$ cat src/rtl/pwm_acc_pkg.sv
package pwm_acc_pkg;
    localparam int CTRL_W    = 32;
    localparam int EN_BIT    = 31;
    localparam int UPD_BIT   = 30;
    localparam int INC_LSB   = 8;
    localparam int PHASE_W   = 8;
    localparam int MAX_INC_W = UPD_BIT - INC_LSB;
endpackage

$ cat src/rtl/pwm_acc_regs.sv
module pwm_acc_regs
    import pwm_acc_pkg::*;
#(
    parameter int BU_W = 16
) (
    input  logic                clk,
    input  logic                rst_n,
    input  logic                wr_en_i,
    input  logic [CTRL_W-1:0]   wr_data_i,
    input  logic                load_i,
    output logic [PHASE_W-1:0]  pend_thr_o,
    output logic [BU_W-1:0]     pend_inc_o,
    output logic                en_o,
    output logic                upd_o,
    output logic                primed_o,
    output logic [CTRL_W-1:0]   rd_data_o
);
    localparam int SPARE_W = MAX_INC_W - BU_W;

    typedef struct packed {
        logic [PHASE_W-1:0] thr;
        logic [BU_W-1:0]    inc;
        logic               en;
        logic               upd;
        logic               primed;
    } regs_t;

    regs_t regs_d, regs_q;

    always_comb begin
        regs_d = regs_q;
        if (load_i) begin
            regs_d.upd    = 1'b0;
            regs_d.primed = 1'b1;
        end
        if (wr_en_i) begin
            regs_d.thr = wr_data_i[PHASE_W-1:0];
            regs_d.inc = wr_data_i[INC_LSB +: BU_W];
            regs_d.en  = wr_data_i[EN_BIT] & regs_q.primed;
            if (wr_data_i[UPD_BIT]) begin
                regs_d.upd = 1'b1;
            end
        end
    end

    always_ff @(posedge clk or negedge rst_n) begin
        if (!rst_n) begin
            regs_q <= '0;
        end else begin
            regs_q <= regs_d;
        end
    end

    generate
        if (SPARE_W > 0) begin : g_spare
            assign rd_data_o = {regs_q.en, regs_q.upd, {SPARE_W{1'b0}},
                                regs_q.inc, regs_q.thr};
        end else begin : g_full
            assign rd_data_o = {regs_q.en, regs_q.upd, regs_q.inc, regs_q.thr};
        end
    endgenerate

    assign pend_thr_o = regs_q.thr;
    assign pend_inc_o = regs_q.inc;
    assign en_o       = regs_q.en;
    assign upd_o      = regs_q.upd;
    assign primed_o   = regs_q.primed;
endmodule

$ cat src/rtl/pwm_acc_shadow.sv
module pwm_acc_shadow
    import pwm_acc_pkg::*;
#(
    parameter int BU_W = 16
) (
    input  logic               clk,
    input  logic               rst_n,
    input  logic               en_i,
    input  logic               upd_i,
    input  logic               wrap_i,
    input  logic [PHASE_W-1:0] pend_thr_i,
    input  logic [BU_W-1:0]    pend_inc_i,
    output logic [PHASE_W-1:0] run_thr_o,
    output logic [BU_W-1:0]    run_inc_o,
    output logic               load_o
);
    typedef struct packed {
        logic [PHASE_W-1:0] thr;
        logic [BU_W-1:0]    inc;
    } run_t;

    run_t run_d, run_q;
    logic load;

    always_comb begin
        load  = upd_i & (~en_i | wrap_i);
        run_d = run_q;
        if (load) begin
            run_d.thr = pend_thr_i;
            run_d.inc = pend_inc_i;
        end
    end

    always_ff @(posedge clk or negedge rst_n) begin
        if (!rst_n) begin
            run_q <= '0;
        end else begin
            run_q <= run_d;
        end
    end

    assign run_thr_o = run_q.thr;
    assign run_inc_o = run_q.inc;
    assign load_o    = load;
endmodule

$ cat src/rtl/pwm_acc_phase.sv
module pwm_acc_phase
    import pwm_acc_pkg::*;
#(
    parameter int BU_W = 16
) (
    input  logic               clk,
    input  logic               rst_n,
    input  logic               run_i,
    input  logic [BU_W-1:0]    inc_i,
    output logic [PHASE_W-1:0] phase_o,
    output logic               wrap_o
);
    typedef struct packed {
        logic [BU_W-1:0] acc;
    } acc_t;

    acc_t acc_d, acc_q;
    logic [BU_W:0] sum;

    always_comb begin
        sum    = {1'b0, acc_q.acc} + {1'b0, inc_i};
        wrap_o = run_i & sum[BU_W];
        acc_d  = acc_q;
        if (run_i) begin
            acc_d.acc = sum[BU_W-1:0];
        end else begin
            acc_d.acc = '0;
        end
    end

    always_ff @(posedge clk or negedge rst_n) begin
        if (!rst_n) begin
            acc_q <= '0;
        end else begin
            acc_q <= acc_d;
        end
    end

    assign phase_o = acc_q.acc[BU_W-1 -: PHASE_W];
endmodule

$ cat src/rtl/pwm_acc_cmp.sv
module pwm_acc_cmp
    import pwm_acc_pkg::*;
(
    input  logic               clk,
    input  logic               rst_n,
    input  logic               en_i,
    input  logic [PHASE_W-1:0] phase_i,
    input  logic [PHASE_W-1:0] thr_i,
    output logic               pwm_o
);
    typedef struct packed {
        logic level;
    } out_t;

    out_t out_d, out_q;

    always_comb begin
        out_d       = out_q;
        out_d.level = en_i & (phase_i > thr_i);
    end

    always_ff @(posedge clk or negedge rst_n) begin
        if (!rst_n) begin
            out_q <= '0;
        end else begin
            out_q <= out_d;
        end
    end

    assign pwm_o = out_q.level;
endmodule

$ cat src/rtl/pwm_acc_top.sv
module pwm_acc_top
    import pwm_acc_pkg::*;
#(
    parameter int BU_W = 16
) (
    input  logic        clk,
    input  logic        rst_n,
    input  logic        wr_en,
    input  logic [31:0] wr_data,
    output logic [31:0] rd_data,
    output logic        pwm_out
);
    logic [PHASE_W-1:0] pend_thr;
    logic [BU_W-1:0]    pend_inc;
    logic [PHASE_W-1:0] run_thr;
    logic [BU_W-1:0]    run_inc;
    logic [PHASE_W-1:0] phase;
    logic               ctl_en;
    logic               ctl_upd;
    logic               primed;
    logic               load;
    logic               wrap;

    pwm_acc_regs #(.BU_W(BU_W)) u_regs (
        .clk        (clk),
        .rst_n      (rst_n),
        .wr_en_i    (wr_en),
        .wr_data_i  (wr_data),
        .load_i     (load),
        .pend_thr_o (pend_thr),
        .pend_inc_o (pend_inc),
        .en_o       (ctl_en),
        .upd_o      (ctl_upd),
        .primed_o   (primed),
        .rd_data_o  (rd_data)
    );

    pwm_acc_shadow #(.BU_W(BU_W)) u_shadow (
        .clk        (clk),
        .rst_n      (rst_n),
        .en_i       (ctl_en),
        .upd_i      (ctl_upd),
        .wrap_i     (wrap),
        .pend_thr_i (pend_thr),
        .pend_inc_i (pend_inc),
        .run_thr_o  (run_thr),
        .run_inc_o  (run_inc),
        .load_o     (load)
    );

    pwm_acc_phase #(.BU_W(BU_W)) u_phase (
        .clk     (clk),
        .rst_n   (rst_n),
        .run_i   (ctl_en),
        .inc_i   (run_inc),
        .phase_o (phase),
        .wrap_o  (wrap)
    );

    pwm_acc_cmp u_cmp (
        .clk     (clk),
        .rst_n   (rst_n),
        .en_i    (ctl_en),
        .phase_i (phase),
        .thr_i   (run_thr),
        .pwm_o   (pwm_out)
    );
endmodule

$ cat config.mk
export PLATFORM = sky130hd
export DESIGN_NAME = pwm_acc_top
export DESIGN_NICKNAME = d
export VERILOG_FILES = /design/src/rtl/pwm_acc_pkg.sv /design/src/rtl/pwm_acc_regs.sv /design/src/rtl/pwm_acc_shadow.sv /design/src/rtl/pwm_acc_phase.sv /design/src/rtl/pwm_acc_cmp.sv /design/src/rtl/pwm_acc_top.sv
export SDC_FILE = /design/constraint.sdc
export NUM_CORES = 1
export LEC_CHECK = 0
export BUFFER_PORTS_ARGS = -buffer_cell sky130_fd_sc_hd__buf_4
export CAP_MARGIN = 30
export CORE_MARGIN = 5
export CORE_UTILIZATION = 60
export DETAILED_ROUTE_END_ITERATION = 8
export GPL_ROUTABILITY_DRIVEN = 0
export PLACE_DENSITY_LB_ADDON = 0.25
export SLEW_MARGIN = 20
export SYNTH_ARGS = -nofsm -noshare
export SYNTH_HDL_FRONTEND = slang
export SYNTH_SLANG_ARGS = --single-unit
$ cat constraint.sdc
create_clock -name clk -period 5.6 [get_ports clk]
set_clock_uncertainty 0.2 [all_clocks]
set_input_delay 0.84 -clock clk [delete_from_list [all_inputs] [get_ports clk]]
set_output_delay 0.84 -clock clk [all_outputs]
set_load 0.01 [all_outputs]
==> results of run 1 <==
==> cell usage in the layout (no fill, tap or decap), types with 5 or more instances in the layout <==
cell type | netlist | routed
buf_4 | 8 | 56
conb_1 | 1 | 6
nor2_1 | 11 | 11
ha_1 | 24 | 24
nand2_1 | 19 | 19
nand3_1 | 5 | 5
nand2b_1 | 5 | 5
mux2_2 | 29 | 29
a21o_1 | 10 | 10
dfrtp_1 | 68 | 68
inv_1 | 12 | 12
mux2_4 | 19 | 19
a21oi_1 | 12 | 12
clkbuf_8 | 0 | 11
==> through the flow <==
stage          total power (uW)  hold WS, ns  setup WS [ns]  instances
2_1_floorplan              1510        0.234           2.95        289
3_3_place_gp               1680        0.252           2.36        405
3_5_place_dp               1730        0.295           2.28        405
4_1_cts                    2080        0.314           2.28        420
5_1_grt                    2230        0.317           2.16        420
6_report                   2070        0.310           2.30        420
==> per-layer routing <==
metal / global-route usage [%] / up-vias / wire length (um)
met2: 29.5 / 55 / 3120
met1: 24.3 / 1100 / 2930
met5: 0 / - / 0
met3: 5.42 / 9 / 319
met4: 7.51 / 0 / 118
li1: - / 1116 / -
==> synthesized netlist by cell type, drive strengths merged, types with 5 or more instances <==
library cell  instances  share of area (%)
dfrtp                68                 48
mux2                 48                 17
ha                   24                8.5
nand2                19                2.0
a21oi                14                2.4
inv                  12                1.3
buf                  11                2.4
nor2                 11                1.2
a21o                 10                2.1
nand2b                5               0.89
nand3                 5               0.71
==> registers in the layout, summed over array words and instances, names as in the netlist <==
signal	cells
u_phase.acc_q	16
u_regs.pend_inc_o	16
u_shadow.run_inc_o	16
u_regs.pend_thr_o	8
u_shadow.run_thr_o	8
u_cmp.pwm_o	1
u_regs.en_o	1
u_regs.primed_o	1
u_regs.upd_o	1
==> worst paths after layout <==
kind	endpoint	cells past startpoint	slack (ns)	start
worst min-delay path	u_regs.primed_o$_DFFE_PN0P_	1	0.31	u_regs.primed_o$_DFFE_PN0P_
worst max-delay path	u_shadow.run_inc_o[2]$_DFFE_PN0P_	8	2.30	u_shadow.run_inc_o[0]$_DFFE_PN0P_
worst max register to register	u_shadow.run_inc_o[2]$_DFFE_PN0P_	8	2.30	u_shadow.run_inc_o[0]$_DFFE_PN0P_
min in group asynchronous	u_regs.pend_inc_o[1]$_DFFE_PN0P_	1	0.40	rst_n
max in group asynchronous	u_regs.pend_inc_o[13]$_DFFE_PN0P_	1	4.25	rst_n
worst min register to register	u_regs.primed_o$_DFFE_PN0P_	1	0.31	u_regs.primed_o$_DFFE_PN0P_
==> report_power, final <==
group / internal (uW) / switching [uW]
registers: 646 / 101
clock network: 181 / 165
logic: 496 / 478
total: 1320 / 744
==> critical path: stages, from the launching register on <==
cell	delay (ns)
dfrtp_1	0.39
ha_1	0.25
fa_1	0.42
a21o_1	0.19
nand4_1	0.17
a211oi_2	0.13
o31ai_4	0.62
buf_4	0.43
mux2_2	0.38
==> cell families after synthesis <==
| group | count (synthesis) | share of synthesized area (%) |
|---|---|---|
| AOI/OAI and AO/OA | 49 | 10.6 |
| xor gates and xnor gates | 7 | 1.74 |
| adders and majority gates | 25 | 9.07 |
| buffers and inverters | 27 | 4.15 |
| DFF | 68 | 48.2 |
| muxes | 52 | 18.5 |
| other | 1 | 0.106 |
| and+or+nand+nor | 55 | 7.62 |
==> layout make-up <==
type / count / area, um2 / area share [%]
multi-input combinational: 194 / 1700 / 41.2
clock inverter: 2 / 10.0 / 0.242
tap: 75 / 93.8 / 2.27
inverter: 12 / 45.0 / 1.09
timing repair buffer: 56 / 420 / 10.2
sequential: 68 / 1700 / 41.2
clock buffer: 13 / 159 / 3.85
==> metrics.txt, run 1 <==
# TYPE chip_impl_metric gauge
chip_impl_metric{name="grt_remaining_overflow",unit=""} 0
chip_impl_metric{name="max-clock-path-buffers",unit=""} 2
chip_impl_metric{name="post-route-cell-area",unit="um2"} 4130
chip_impl_metric{name="max-vdd-ir-drop",unit="V"} 0.000282
chip_impl_metric{name="placedInstanceArea",unit="um2"} 3960
chip_impl_metric{name="arrival",unit="ns"} 3.32
chip_impl_metric{name="die_y",unit="um"} 86.7
chip_impl_metric{name="critical_path_required",unit="ns"} 5.62
chip_impl_metric{name="portBuffers",unit=""} 55
chip_impl_metric{name="grt_pass1_wl",unit="mm"} 10.9
chip_impl_metric{name="clock_insertion_delay_worst_skew",unit="ns"} 0.33
chip_impl_info{name="leading_register_cell_type_out_of_synthesis",value="dfrtp_1"} 1
chip_impl_metric{name="area_growth_syn_to_layout",unit="%"} 17.0
chip_impl_metric{name="htree_levels",unit=""} 3
chip_impl_metric{name="drt.antenna.violating_nets",unit=""} 0
chip_impl_info{name="timing_worst_setup_path_type",value="register to register"} 1
chip_impl_metric{name="synth-seq-cells",unit=""} 68
chip_impl_metric{name="timing.final.hold_violations",unit=""} 0
chip_impl_metric{name="detailed_route_vias_per_instance",unit=""} 5.43
chip_impl_metric{name="slew_violations",unit=""} 0
chip_impl_metric{name="final.setup.tns",unit="ns"} 0
chip_impl_metric{name="dpl.hpwl",unit="mm"} 4.79
chip_impl_metric{name="cts.sinks",unit=""} 68
chip_impl_metric{name="timing_worst_slew_pin_value",unit="ns"} 0.830
chip_impl_metric{name="detailroute.via_count",unit=""} 2280
chip_impl_metric{name="cts_hold_buf",unit=""} 0
chip_impl_metric{name="fin_crit_period",unit="ns"} 3.30
chip_impl_metric{name="setup-violations-final",unit=""} 0
chip_impl_metric{name="start_util",unit="%"} 60.7
chip_impl_metric{name="leakagePower",unit="uW"} 0.00208
chip_impl_metric{name="synth_enable_flop_cells",unit=""} 0
chip_impl_metric{name="floorplan.die_area",unit="um2"} 7520
chip_impl_metric{name="relSlewSlack",unit="%"} 44.7
chip_impl_info{name="rsz_0062_raised_after_global_routing",value="no"} 1
chip_impl_metric{name="avgRoutedWirePerCell",unit="um"} 15.4
chip_impl_metric{name="dieWidth",unit="um"} 86.7
chip_impl_metric{name="postRouteWirelength",unit="mm"} 6.49
chip_impl_metric{name="firstDrtPassIters",unit=""} 4
chip_impl_metric{name="pin_count_of_the_biggest_net_entering_global_routing",unit=""} 69
chip_impl_metric{name="syn-cell-area",unit="um2"} 3530
chip_impl_metric{name="fmax",unit="MHz"} 303
chip_impl_metric{name="synthCells",unit=""} 284
chip_impl_metric{name="final.fill_count",unit=""} 423
chip_impl_metric{name="yosys_warnings",unit=""} 0
chip_impl_metric{name="layout.nets",unit=""} 401
chip_impl_metric{name="num_antenna_cells",unit=""} 0
chip_impl_metric{name="number_of_antenna_violations_at_the_first_check_in_global_routing",unit=""} 0
chip_impl_info{name="cp-end-kind",value="register"} 1
chip_impl_metric{name="period_share",unit="%"} 59.0
chip_impl_info{name="tritoncts",value="done"} 1
chip_impl_metric{name="floorplan.core_area",unit="um2"} 5820
chip_impl_metric{name="number_of_distinct_library_cell_variants_in_the_gate_level_netlist_after_synthesis",unit=""} 44
chip_impl_metric{name="post_synth.cell_area_avg",unit="um2"} 12.4
chip_impl_metric{name="cts.clk_slew.worst_paths",unit="ns"} 0.06
chip_impl_metric{name="synth-async-reset-ratio",unit="%"} 100
chip_impl_metric{name="grt_util_all_layers",unit="%"} 18.7
chip_impl_metric{name="cts.repair_timing.setup_buffer_count",unit=""} 0
chip_impl_info{name="status",value="completed"} 1
chip_impl_metric{name="cp_max_fo",unit=""} 17
chip_impl_metric{name="io-pin-count",unit=""} 68
chip_impl_metric{name="drtIter0Drc",unit=""} 99
chip_impl_metric{name="drc",unit=""} 0
chip_impl_info{name="startpoint_types",value="register"} 1
chip_impl_info{name="clock_tree.root_cell",value="clkbuf_8"} 1
chip_impl_metric{name="post_cts.resized_instances",unit=""} 0
chip_impl_metric{name="layout-drive-gt1-share",unit="%"} 36.5
chip_impl_info{name="class_of_the_worst_hold_path",value="register to register"} 1
chip_impl_metric{name="rows",unit=""} 28
chip_impl_metric{name="number_of_global_route_vias_before_repair",unit=""} 2395
chip_impl_metric{name="cts_buffers",unit=""} 9
chip_impl_metric{name="final_core_util",unit="%"} 71.0
chip_impl_metric{name="powerDensity",unit="nW/um2"} 501
chip_impl_metric{name="maxCapViolations",unit=""} 0
chip_impl_metric{name="synth.yosys.seq_area_share",unit="%"} 48.2
(Power assumes the default switching activity.)
==> inputs of run 2 (changes only) <==
Settings changed: CORE_UTILIZATION 60 to 50.
Clock period 5.6 ns to 2.8 ns, I/O delays scaled along.
==> metrics.txt, run 2 (synthesis gave the netlist of run 1 again) <==
# TYPE chip_impl_metric gauge
chip_impl_info{name="status",value="finished, violations left"} 1
chip_impl_info{name="violations",value="hold timing"} 1
chip_impl_metric{name="die_y",unit="um"} 94.0
chip_impl_info{name="cp-end-kind",value="register"} 1
chip_impl_metric{name="cts_hold_buf",unit=""} 0
chip_impl_metric{name="drc",unit=""} 0
chip_impl_metric{name="floorplan.die_area",unit="um2"} 8840
chip_impl_metric{name="grt_remaining_overflow",unit=""} 0
chip_impl_metric{name="rows",unit=""} 30
chip_impl_metric{name="final.setup.tns",unit="ns"} 0
chip_impl_metric{name="slew_violations",unit=""} 0
chip_impl_metric{name="portBuffers",unit=""} 55
chip_impl_metric{name="period_share",unit="%"} 94.5
chip_impl_metric{name="number_of_global_route_vias_before_repair",unit=""} 2329
chip_impl_metric{name="avgRoutedWirePerCell",unit="um"} 14.7
chip_impl_metric{name="fin_crit_period",unit="ns"} 2.64
chip_impl_metric{name="power_switching_share",unit="%"} 36.1
chip_impl_metric{name="htree_levels",unit=""} 3
chip_impl_metric{name="cts.clk_slew.worst_paths",unit="ns"} 0.07
chip_impl_metric{name="powerDensity",unit="nW/um2"} 1010
chip_impl_metric{name="leakagePower",unit="uW"} 0.00211
chip_impl_info{name="timing.critical_path.from",value="u_shadow.run_inc_o[0]$_DFFE_PN0P_"} 1
chip_impl_metric{name="switching_power_total",unit="uW"} 1540
chip_impl_metric{name="post_cts.resized_instances",unit=""} 0
chip_impl_metric{name="relSlewSlack",unit="%"} 44.0
chip_impl_metric{name="cellInternalPower",unit="uW"} 2730
chip_impl_info{name="startpoint_types",value="register"} 1
chip_impl_metric{name="critical_path_required",unit="ns"} 2.83
chip_impl_metric{name="drtIter0Drc",unit=""} 106
chip_impl_metric{name="pwr-share-seq",unit="%"} 34.7
chip_impl_metric{name="firstDrtPassIters",unit=""} 6
chip_impl_info{name="timing_worst_setup_path_type",value="register to register"} 1
chip_impl_info{name="reg2reg_start",value="u_shadow.run_inc_o[0]$_DFFE_PN0P_"} 1
chip_impl_metric{name="grt_util_all_layers",unit="%"} 15.9
chip_impl_metric{name="layout.nets",unit=""} 404
chip_impl_metric{name="max-vdd-ir-drop",unit="V"} 0.000413
chip_impl_metric{name="maxCapViolations",unit=""} 0
chip_impl_metric{name="p_comb_share",unit="%"} 46.4
chip_impl_metric{name="area_growth_syn_to_layout",unit="%"} 20.0
chip_impl_metric{name="timing.final.hold_violations",unit=""} 42
chip_impl_metric{name="dieWidth",unit="um"} 94.0
chip_impl_metric{name="final_core_util",unit="%"} 62.0
chip_impl_metric{name="dpl.cell_count",unit=""} 429
chip_impl_metric{name="arrival",unit="ns"} 2.68
chip_impl_metric{name="postRouteWirelength",unit="mm"} 6.53
chip_impl_metric{name="cp_max_fo",unit=""} 14
chip_impl_metric{name="layout.cells.non_filler",unit=""} 445
chip_impl_metric{name="cts.sinks",unit=""} 68
chip_impl_metric{name="drt.antenna.violating_nets",unit=""} 0
chip_impl_metric{name="cts.repair_timing.setup_buffer_count",unit=""} 0
chip_impl_metric{name="worst_hold_slack",unit="ns"} -0.0199
chip_impl_metric{name="timing_worst_slew_pin_value",unit="ns"} 0.841
chip_impl_metric{name="num_antenna_cells",unit=""} 0
chip_impl_info{name="class_of_the_worst_hold_path",value="input pin to asynchronous set/reset pin"} 1
chip_impl_metric{name="pin_count_of_the_biggest_net_entering_global_routing",unit=""} 69
chip_impl_metric{name="floorplan.core_area",unit="um2"} 6830
chip_impl_info{name="rsz_0062_raised_after_global_routing",value="no"} 1
chip_impl_metric{name="fmax",unit="MHz"} 378
chip_impl_metric{name="detailed_route_vias_per_instance",unit=""} 5.17
chip_impl_info{name="tritoncts",value="done"} 1
chip_impl_metric{name="max-clock-path-buffers",unit=""} 2
chip_impl_metric{name="finalPower",unit="uW"} 4280
chip_impl_metric{name="clockPowerShare",unit="%"} 18.9
chip_impl_metric{name="number_of_antenna_violations_at_the_first_check_in_global_routing",unit=""} 0
chip_impl_metric{name="io-pin-count",unit=""} 68
chip_impl_metric{name="detailroute.via_count",unit=""} 2299
chip_impl_metric{name="cts_buffers",unit=""} 9
chip_impl_info{name="clock_tree.root_cell",value="clkbuf_8"} 1
chip_impl_info{name="layout_common_cells",value="dfrtp_1, buf_4, mux2_2"} 1
chip_impl_info{name="layout_commonest_cell",value="dfrtp_1"} 1
chip_impl_metric{name="r2r_cells",unit=""} 8
chip_impl_metric{name="setup-violations-final",unit=""} 0
chip_impl_metric{name="dpl.hpwl",unit="mm"} 4.72
chip_impl_metric{name="grt_pass1_wl",unit="mm"} 11.0
chip_impl_metric{name="start_util",unit="%"} 51.7
chip_impl_metric{name="layout-drive-gt1-share",unit="%"} 37.8
chip_impl_metric{name="clock_insertion_delay_worst_skew",unit="ns"} 0.35
[run 2: final cells by class]
type | instances | area (um2)
multi-input combinational | 194 | 1700
fill | 584 | 2600
clock inverter | 7 | 76.3
tap | 96 | 120
inverter | 12 | 45.0
sequential | 68 | 1700
timing repair buffer | 59 | 468
clock buffer | 9 | 124
[run 2: final timing paths]
check / end / slack (ns)
setup / recovery: u_shadow.run_inc_o[2]$_DFFE_PN0P_ / 0.16
hold / removal: u_shadow.run_inc_o[2]$_DFFE_PN0P_ / -0.02
setup reg to reg: u_shadow.run_inc_o[2]$_DFFE_PN0P_ / 0.16
hold reg to reg: u_regs.primed_o$_DFFE_PN0P_ / 0.29
max in group asynchronous: u_regs.primed_o$_DFFE_PN0P_ / 1.87
min in group clk: u_regs.pend_thr_o[4]$_DFFE_PN0P_ / 0.10
[run 2: layer usage]
metal  up-vias  part of all wire [%]  track usage, %
li1       1118                     -               -
met1      1118                    46            20.8
met2        53                    48            25.3
met3        10                   4.3            3.45
met4         0                   1.5            7.22
met5         -                     0               0
[run 2: power by group through the flow]
stage | Combinational (uW) | Sequential, uW | Clock (uW)
final | 1980 | 1480 | 808
after global routing | 2220 | 1530 | 875
after CTS | 2000 | 1490 | 837
after detailed placement | 1970 | 1500 | 0
after global placement | 1920 | 1490 | 0
after floorplan | 1550 | 1460 | 0
[run 2: critical path, cell delays in order, from the launching register on]
cell and delay (ns):
dfrtp_1 0.39, ha_1 0.25, fa_1 0.42, a21o_1 0.20, nand4_1 0.13, a211oi_2 0.12
o31ai_4 0.29, buf_12 0.20, mux2_2 0.34
[run 2: through the flow]
step	hold WS (ns)	instance area [um2]	setup slack [ns]
after global placement	0.249	4040	0.123
after detailed placement	0.273	4040	0.0941
after CTS	0.00695	4240	0.0652
after floorplan	-0.0756	3550	0.150
final	-0.0199	4240	0.155
after global routing	0.0455	4240	0.0473
==> inputs of run 3 (changes only) <==
Settings changed: CORE_MARGIN 5 to default.
==> metrics.txt, run 3 (synthesis gave the netlist of run 1 again) <==
# TYPE chip_impl_metric gauge
chip_impl_info{name="timing.critical_path.from",value="u_shadow.run_inc_o[0]$_DFFE_PN0P_"} 1
chip_impl_metric{name="avgRoutedWirePerCell",unit="um"} 14.1
chip_impl_metric{name="io-pin-count",unit=""} 68
chip_impl_metric{name="period_share",unit="%"} 94.5
chip_impl_metric{name="area_taken_by_flip_flops_and_latches",unit="um2"} 1700
chip_impl_metric{name="clock_insertion_delay_worst_skew",unit="ns"} 0.36
chip_impl_metric{name="postRouteWirelength",unit="mm"} 6.31
chip_impl_info{name="clock_tree.root_cell",value="clkbuf_8"} 1
chip_impl_metric{name="fin_crit_period",unit="ns"} 2.65
chip_impl_metric{name="max-clock-path-buffers",unit=""} 2
chip_impl_metric{name="timing.final.hold_violations",unit=""} 0
chip_impl_metric{name="detailed_route_vias_per_instance",unit=""} 5.15
chip_impl_info{name="cp-end-kind",value="register"} 1
chip_impl_metric{name="grt_pass1_wl",unit="mm"} 11.0
chip_impl_metric{name="cp_max_fo",unit=""} 14
chip_impl_metric{name="portBuffers",unit=""} 55
chip_impl_metric{name="start_util",unit="%"} 52.0
chip_impl_metric{name="cts.sinks",unit=""} 68
chip_impl_metric{name="critical_path_required",unit="ns"} 2.84
chip_impl_info{name="class_of_the_worst_hold_path",value="input pin to register"} 1
chip_impl_metric{name="dpl.hpwl",unit="mm"} 4.45
chip_impl_metric{name="grt_util_all_layers",unit="%"} 19.7
chip_impl_metric{name="number_of_global_route_vias_before_repair",unit=""} 2357
chip_impl_info{name="worst_hold_startpoint",value="wr_data[5]"} 1
chip_impl_metric{name="final.setup.worst_slack",unit="ns"} 0.155
chip_impl_metric{name="floorplan.core_area",unit="um2"} 6790
chip_impl_metric{name="layout.nets",unit=""} 407
chip_impl_info{name="layout_common_cells",value="dfrtp_1, buf_4, mux2_2"} 1
chip_impl_metric{name="multiInputGateArea",unit="um2"} 1700
chip_impl_metric{name="detailroute.via_count",unit=""} 2309
chip_impl_metric{name="firstDrtPassIters",unit=""} 4
chip_impl_metric{name="cts_buffers",unit=""} 9
chip_impl_info{name="startpoint_types",value="register"} 1
chip_impl_metric{name="setup-violations-final",unit=""} 0
chip_impl_metric{name="drtIter0Drc",unit=""} 105
chip_impl_metric{name="cts.clk_slew.worst_paths",unit="ns"} 0.08
chip_impl_metric{name="final.setup.tns",unit="ns"} 0
chip_impl_info{name="reg2reg_start",value="u_shadow.run_inc_o[0]$_DFFE_PN0P_"} 1
chip_impl_metric{name="htree_levels",unit=""} 3
chip_impl_metric{name="die_y",unit="um"} 86.0
chip_impl_metric{name="detailedPlace.worstSlack",unit="ns"} 0.0996
chip_impl_info{name="layout_commonest_cell",value="dfrtp_1"} 1
chip_impl_metric{name="leakagePower",unit="uW"} 0.00216
chip_impl_info{name="timing_worst_setup_path_type",value="register to register"} 1
chip_impl_metric{name="final.fill_count",unit=""} 549
chip_impl_metric{name="maxCapViolations",unit=""} 0
chip_impl_metric{name="pin_count_of_the_biggest_net_entering_global_routing",unit=""} 69
chip_impl_metric{name="dieWidth",unit="um"} 86.0
chip_impl_info{name="status",value="completed"} 1
chip_impl_metric{name="grt_remaining_overflow",unit=""} 0
chip_impl_metric{name="layout-drive-gt1-share",unit="%"} 37.8
chip_impl_info{name="tritoncts",value="done"} 1
chip_impl_info{name="rsz_0062_raised_after_global_routing",value="no"} 1
chip_impl_metric{name="fmax",unit="MHz"} 378
chip_impl_metric{name="drt.antenna.violating_nets",unit=""} 0
chip_impl_metric{name="rows",unit=""} 30
chip_impl_metric{name="arrival",unit="ns"} 2.68
chip_impl_metric{name="num_antenna_cells",unit=""} 0
chip_impl_metric{name="drc",unit=""} 0
chip_impl_metric{name="powerDensity",unit="nW/um2"} 1030
chip_impl_metric{name="floorplan.die_area",unit="um2"} 7400
chip_impl_metric{name="area_growth_syn_to_layout",unit="%"} 22.2
chip_impl_metric{name="number_of_antenna_violations_at_the_first_check_in_global_routing",unit=""} 0
chip_impl_metric{name="max-vdd-ir-drop",unit="V"} 0.000547
chip_impl_metric{name="slew_violations",unit=""} 0
==> run 3: cell count changes in the layout (fill, tap and decap cells not counted) <==
cell / delta
bufinv_16: +2
clkinvlp_4: -2
buf_12: +1
buf_4: +1
clkbuf_1: +1
dlygate4sd3_1: +1
inv_6: -1
==> run 3: final timing paths <==
check,slack (ns),cells past startpoint,to
worst max-delay path,0.15,8,u_shadow.run_inc_o[0]$_DFFE_PN0P_
worst min-delay path,0.09,2,u_regs.pend_thr_o[5]$_DFFE_PN0P_
worst max register to register,0.15,8,u_shadow.run_inc_o[0]$_DFFE_PN0P_
worst min register to register,0.29,1,u_regs.primed_o$_DFFE_PN0P_
max in group asynchronous,1.52,3,u_phase.acc_q[6]$_DFF_PN0_
min in group asynchronous,0.34,2,u_regs.pend_inc_o[0]$_DFFE_PN0P_
==> run 3: final cells by class <==
type	instances	area share, %
Tap cell	96	2.79
Sequential cell	68	39.5
Multi-Input combinational cell	194	39.4
Inverter	12	1.04
Clock buffer	10	2.96
Clock inverter	6	2.61
Timing Repair Buffer	62	11.7
==> run 3: critical path, stage by stage (launching register included) <==
cell,delay [ns]
dfrtp_1,0.39
ha_1,0.25
fa_1,0.43
a21o_1,0.20
nand4_1,0.13
a211oi_2,0.11
o31ai_4,0.29
buf_12,0.20
mux2_2,0.34
==> run 3: metal layers <==
metal  GRT usage [%]  up-vias  part of all wire, %  routed length, um
li1                -     1127                    -                  -
met1            25.5     1121                   47               2970
met2            30.9       49                   47               2970
met3            5.58       12                  3.8                242
met4            8.64        0                  2.0                127
met5               0        -                    0                  0
==> run 3: power by group <==
group          leakage [uW]  internal, uW  switching, uW  total [uW]
clock              0.000120           593            382         975
sequential         0.000822          1290            193        1490
combinational       0.00121          1030            954        1990
==> run 3: what timing repair did <==
item,CTS,global route
endpoints found under the setup margin,0,5
setup buffers,0,0
endpoints found under the hold margin,0,30
hold buffers,0,1
resized for setup,0,0
==> run 3: through the flow <==
| step | area [um2] | std cells | hold WS [ns] | utilization [%] | power [uW] |
|---|---|---|---|---|---|
| finish | 4310 | 448 | 0.0872 | 63.5 | 4450 |
| global route | 4310 | 448 | 0.0759 | 63.5 | 4780 |
| CTS | 4280 | 446 | 0.00193 | 63.0 | 4480 |
| detailed placement | 4040 | 430 | 0.261 | 59.5 | 3470 |
| global placement | 4040 | 430 | 0.249 | 59.5 | 3410 |
| floorplan | 3550 | 289 | -0.0756 | - | 3010 |
